<file path="src/rtl/chan_slave_front.sv">
module chan_slave_front #(
  parameter int AW          = 32,
  parameter int BLK_BITS    = 4,
  parameter int DESTR_FIRST = 12,
  parameter int WAIT_STATES = 3,
  parameter bit MEM_SPACE   = 1'b1
) (
  input  logic                   clk,
  input  logic                   rst_n,
  input  logic [AW-1:0]          addr_i,
  input  logic                   mio_i,
  input  logic                   addr24_n_i,
  input  logic                   refresh_n_i,
  input  logic                   s0_n_i,
  input  logic                   s1_n_i,
  input  logic                   adl_n_i,
  input  logic                   cmd_n_i,
  input  logic [AW-BLK_BITS-1:0] cfg_base_i,
  input  logic [1:0]             cfg_width_i,
  input  logic                   cfg_diag_i,
  output logic                   sel_fb_n_o,
  output logic                   size16_n_o,
  output logic                   size32_n_o,
  output logic                   ready_o,
  output logic [BLK_BITS-1:0]    reg_addr_o,
  output logic                   reg_rd_o,
  output logic                   reg_wr_o,
  output logic                   rd_oe_o
);

  localparam int CW = (WAIT_STATES > 0) ? $clog2(WAIT_STATES + 1) : 1;

  logic [AW-1:0]       eff_addr;
  logic [BLK_BITS-1:0] ofs;
  logic                space_ok, destr, hit, st_valid, wait_done;
  logic                lat_open, lat_hit, lat_wr, lat_rd, lat_ref;
  logic [BLK_BITS-1:0] lat_ofs;
  logic [CW-1:0]       cnt;
  logic                cmd_q, rd_q;

  assign eff_addr = addr24_n_i ? addr_i : {{(AW-24){1'b0}}, addr_i[23:0]};
  assign ofs      = eff_addr[BLK_BITS-1:0];
  assign space_ok = MEM_SPACE ? mio_i : !mio_i;
  assign destr    = 32'(ofs) >= DESTR_FIRST;
  assign hit      = space_ok && (eff_addr[AW-1:BLK_BITS] == cfg_base_i) && !(destr && !refresh_n_i);

  assign sel_fb_n_o = !(hit && !cfg_diag_i);
  assign size16_n_o = !(hit && cfg_width_i != 2'd0);
  assign size32_n_o = !(hit && cfg_width_i[1]);

  assign st_valid  = !(s0_n_i && s1_n_i);
  assign wait_done = (cnt == CW'(WAIT_STATES));
  assign ready_o   = !(hit && st_valid && !wait_done);

  always_ff @(posedge clk or negedge rst_n)
    if (!rst_n)                 cnt <= '0;
    else if (!(hit && st_valid)) cnt <= '0;
    else if (!wait_done)        cnt <= cnt + 1'b1;

  assign lat_open = !adl_n_i && cmd_n_i;

  always_ff @(posedge clk or negedge rst_n)
    if (!rst_n) begin
      lat_hit <= 1'b0;
      lat_wr  <= 1'b0;
      lat_rd  <= 1'b0;
      lat_ref <= 1'b0;
      lat_ofs <= '0;
    end else if (lat_open) begin
      lat_hit <= hit;
      lat_wr  <= !s0_n_i && s1_n_i;
      lat_rd  <= s0_n_i && !s1_n_i;
      lat_ref <= !refresh_n_i;
      lat_ofs <= ofs;
    end

  always_ff @(posedge clk or negedge rst_n)
    if (!rst_n) begin
      cmd_q <= 1'b1;
      rd_q  <= 1'b0;
    end else begin
      cmd_q <= cmd_n_i;
      rd_q  <= reg_rd_o;
    end

  assign reg_addr_o = lat_ofs;
  assign reg_wr_o   = !cmd_n_i && cmd_q && lat_hit && lat_wr;
  assign reg_rd_o   = !cmd_n_i && lat_hit && lat_rd;
  assign rd_oe_o    = reg_rd_o || rd_q;

  AST_WR_SINGLE_PULSE: assert property (@(posedge clk) disable iff (!rst_n)
    reg_wr_o |=> !reg_wr_o);
  AST_RD_DATA_HOLD: assert property (@(posedge clk) disable iff (!rst_n)
    $fell(reg_rd_o) |-> rd_oe_o);
  AST_LATCH_FROZEN: assert property (@(posedge clk) disable iff (!rst_n)
    (!cmd_n_i && $past(!cmd_n_i)) |-> $stable(lat_ofs));
  AST_NO_DESTR_ON_REFRESH: assert property (@(posedge clk) disable iff (!rst_n)
    ((reg_rd_o || reg_wr_o) && lat_ref) |-> (32'(lat_ofs) < DESTR_FIRST));
  AST_SIZE_NESTED: assert property (@(posedge clk) disable iff (!rst_n)
    !size32_n_o |-> !size16_n_o);
  AST_DIAG_QUIET: assert property (@(posedge clk) disable iff (!rst_n)
    cfg_diag_i |-> sel_fb_n_o);

endmodule

</file>
<file path="config.mk">
export PLATFORM = sky130hd
export DESIGN_NAME = chan_slave_front
export DESIGN_NICKNAME = d
export VERILOG_FILES = /design/src/rtl/chan_slave_front.sv
export SDC_FILE = /design/constraint.sdc
export NUM_CORES = 1
export LEC_CHECK = 0
export ABC_CLOCK_PERIOD_IN_PS = 2500
export BUFFER_PORTS_ARGS = -buffer_cell sky130_fd_sc_hd__buf_2
export CAP_MARGIN = 10
export CORE_ASPECT_RATIO = 1.25
export CORE_MARGIN = 3
export CORE_UTILIZATION = 37
export DETAILED_ROUTE_END_ITERATION = 10
export GPL_TIMING_DRIVEN = 1
export PLACE_DENSITY = 0.8
export SLEW_MARGIN = 15
export SYNTH_ARGS = -nofsm -noshare
export SYNTH_HDL_FRONTEND = slang
export SYNTH_SLANG_ARGS = --single-unit
</file>
<file path="constraint.sdc">
create_clock -name clk -period 2.5 [get_ports clk]
set_input_delay 0.5 -clock clk [delete_from_list [all_inputs] [get_ports clk]]
set_output_delay 0.5 -clock clk [all_outputs]
set_load 0.03 [all_outputs]
</file>
==> impl_metrics.sql <==
INSERT INTO impl_metrics (metric_group, metric, value, unit) VALUES
('setup_path', 'cp_data_arrival_time', '1880', 'ps'),
('cells_and_area', 'layout.core_utilization', '63.7', '%'),
('power_and_ir_drop', 'vdd_drop_max', '174', 'uV'),
('setup_path', 'worstPathRequired', '2000', 'ps'),
('clocking', 'total_cts_buffers', '3', ''),
('floorplanning', 'core_rows', '19', ''),
('cells_and_area', 'n_antenna_cell', '0', ''),
('floorplanning', 'io_pins', '83', ''),
('cells_and_area', 'layout.cells.non_filler', '213', ''),
('worst_hold_path', 'hp-class', 'input pin to asynchronous set/reset pin', ''),
('global_route', 'grt_antenna_before_repair', '0', ''),
('synth', 'asyncSetResetFlopFracSynth', '100', '%'),
('setup_path', 'setup.worst_path.class', 'input pin to output port', ''),
('setup_path', 'regToRegStartpoint', 'cnt[0]', ''),
('routing', 'detailed_routing_iterations_pass_1', '4', ''),
('clocking', 'clk_pin_slew', '70', 'ps'),
('clocking', 'tritoncts', 'yes', ''),
('routing', 'num_vias', '1022', ''),
('routing', 'post_drt_wl_per_cell', '11.8', 'um'),
('clocking', 'post_cts_resize_count', '0', ''),
('placed_design', 'place_congestion', '0.773', ''),
('global_route', 'global_route_wire_length_before_repair', '4.02', 'mm'),
('cells_and_area', 'finalInstanceArea', '1440', 'um2'),
('placed_design', 'placement_stage_cell_area', '1350', 'um2'),
('timing', 'slew_violations', '0', ''),
('routing', 'drt_iter0_drc', '10', ''),
('synth', 'postSynth.topFlopCell', 'dfrtp_1', ''),
('routing', 'antenna_left', '0', ''),
('routing', 'route.detailed.vias_per_inst', '4.80', ''),
('routing', 'routed_wl', '2.52', 'mm'),
('floorplanning', 'die-width', '50.3', 'um'),
('synth', 'yosys_register_bits', '11', ''),
('clocking', 'insertion_delay', '260', 'ps'),
('global_route', 'vias_in_the_first_global_route', '1032', ''),
('synth', 'ys_seq_area_share', '30.5', '%'),
('timing', 'finalSetupTns', '0', 'ps'),
('synth', 'postSynthCellCount', '97', ''),
('timing', 'min_period', '2380', 'ps'),
('floorplanning', 'die_area', '3090', 'um2'),
('power_and_ir_drop', 'p_per_area', '346', 'nW/um2'),
('global_route', 'grt_start_max_net_pins', '12', ''),
('synth', 'postSynthAreaPerCell', '9.35', 'um2'),
('timing', 'worst_pin_slew', '372', 'ps'),
('global_route', 'grt_remaining_overflow', '0', ''),
('synth', 'synthDistinctLibCells', '35', ''),
('timing', 'rsz0062_at_grt', 'no', ''),
('setup_path', 'crit_path_max_fanout', '6', ''),
('power_and_ir_drop', 'power_leakage', '0.735', 'nW'),
('cells_and_area', 'drive_gt1_share', '56.0', '%'),
('global_route', 'gr-usage-all-layers', '16.6', '%'),
('cells_and_area', 'synthToLayoutAreaGrowth', '58.6', '%'),
('clocking', 'postCtsSetupRepairBufs', '0', ''),
('power_and_ir_drop', 'fin_total_pwr', '0.498', 'mW'),
('cells_and_area', 'fillCellCount', '179', ''),
('cells_and_area', 'layout.nets', '256', ''),
('synth', 'synth_edf_count', '0', ''),
('clocking', 'clkSinkCount', '11', ''),
('routing', 'drc_errors', '0', ''),
('setup_path', 'critical_path.startpoint', 'cfg_base_i[3]', ''),
('synth', 'synth.net_count', '170', ''),
('synth', 'yosysWarnings', '0', ''),
('timing', 'hold_violation_count_in_the_final_report', '0', ''),
('placed_design', 'placedCellCount', '209', ''),
('timing', 'clock_skew', '3.79', 'ps'),
('clocking', 'clk_path_buf_depth', '2', ''),
('clocking', 'cts.hold.buffers_added', '0', ''),
('timing', 'finalCritPeriodShare', '95.2', '%'),
('floorplanning', 'dieHeight', '61.4', 'um'),
('timing', 'headroom_to_the_max_slew_limit', '75.2', '%'),
('timing', 'report.final.setup_viol', '0', ''),
('clocking', 'htree_levels', '1', ''),
('synth', 'mappedNetlistArea', '907', 'um2'),
('floorplanning', 'core_area', '2260', 'um2'),
('setup_path', 'r2r_slack', '1420', 'ps'),
('timing', 'clock.fmax', '420', 'MHz'),
('outcome', 'outcome', 'finished clean', ''),
('placed_design', 'port_buffers', '82', ''),
('setup_path', 'worst_setup_path_start_kind', 'input pin', ''),
('floorplanning', 'initial_core_util', '40.2', '%'),
('clocking', 'clock-root-buffer', 'clkbuf_4', ''),
('flow_run', 'drv.max_cap_violation_count', '0', ''),
('setup_path', 'setup.worst_path.end_class', 'output port', ''),
('placed_design', 'dpl.hpwl', '2.26', 'mm');
## final timing paths
check / end / depth (start not counted)
max: sel_fb_n_o / 8
min: reg_addr_o[1] / 1
max reg2reg: cnt[0] / 3
min reg2reg: lat_hit / 2
max in group asynchronous: cmd_q / 1
min in group clk: cmd_q / 1
## sequential cells by signal (all words and copies together), names as in the netlist
signal / cells
cnt: 2
lat_wr: 1
reg_addr_o: 4
lat_hit: 1
lat_rd: 1
rd_q: 1
cmd_q: 1
## power breakdown
group          internal [mW]  switching, mW  leakage (nW)  total (mW)
Clock                 0.0616         0.0555        0.0150       0.117
Combinational         0.0941         0.0889         0.581       0.183
Sequential             0.192        0.00613         0.140       0.198
## worst max-delay path, stage by stage
cell       delay (ps)
buf_2             110
xnor2_2           150
o2111ai_2         170
nor4_4            290
nand4_2           130
buf_6             150
or2_1             200
buf_4             170
## layout by cell type, fill, tap and decap left out, types with 2 or more instances in the layout
cell	n
nand4_1	2
nand2_1	5
xnor2_1	17
clkbuf_4	4
nor4_2	2
xnor2_2	3
xor2_1	2
nor3_1	3
buf_6	3
dfrtp_1	10
nor2_1	3
nand4_2	2
o21ai_0	3
inv_1	5
buf_2	78
or2_1	2
nand3_1	3
o22ai_1	3
and2_1	2
nand2b_1	6
mux2_2	4
## metal layers
layer	global-route usage, %	vias to the layer above	share of wire [%]
met5	0	-	0
met4	2.37	0	0.28
met3	2.18	2	10
met2	34.9	60	56
met1	17.7	450	34
li1	-	510	-
## kinds of logic (layout without fill, tap and decap cells)
group | count (synthesis) | in the layout | share of synthesized area (%)
and+or+nand+nor | 38 | 38 | 27.0
xor gates and xnor gates | 22 | 22 | 21.2
AOI/OAI and AO/OA | 13 | 13 | 10.1
DFF | 11 | 11 | 30.5
buffers and inverters | 7 | 92 | 3.72
muxes | 5 | 5 | 6.07
adders and majority gates | 1 | 1 | 1.38
## cell type report
cell class,instances,area (um2),area share (%)
clock buffers,4,26.3,1.83
inverters,5,18.8,1.30
multi-input cells,79,639,44.4
flip-flops and latches,11,277,19.2
well taps,31,38.8,2.70
repair buffers,83,439,30.5
## Yosys cell counts (2+ instances only)
cell | n | area share (%)
o22ai_1 | 3 | 2.1
mux2_2 | 4 | 5.0
xor2_1 | 2 | 1.9
dfrtp_1 | 10 | 28
nor2_1 | 3 | 1.2
o2111ai_1 | 2 | 1.9
o21ai_0 | 3 | 1.7
nand3_1 | 3 | 1.7
nor3_1 | 3 | 1.7
nand2b_1 | 6 | 4.1
and2_1 | 2 | 1.4
nand2_1 | 5 | 2.1
nand4_1 | 2 | 1.4
xnor2_1 | 20 | 19
or2_1 | 2 | 1.4
nand4_2 | 2 | 2.8
inv_1 | 5 | 2.1
nor4_2 | 3 | 4.1
## metrics by stage
| stage | setup slack [ps] | hold WS [ps] |
|---|---|---|
| floorplan | 237 | 204 |
| global placement | 84.6 | 370 |
| detailed placement | 56.5 | 377 |
| CTS | 55.1 | 94.4 |
| global route | 5.85 | 101 |
| finish | 121 | 90.7 |
No activity file was read; power rests on OpenSTA's default activity.
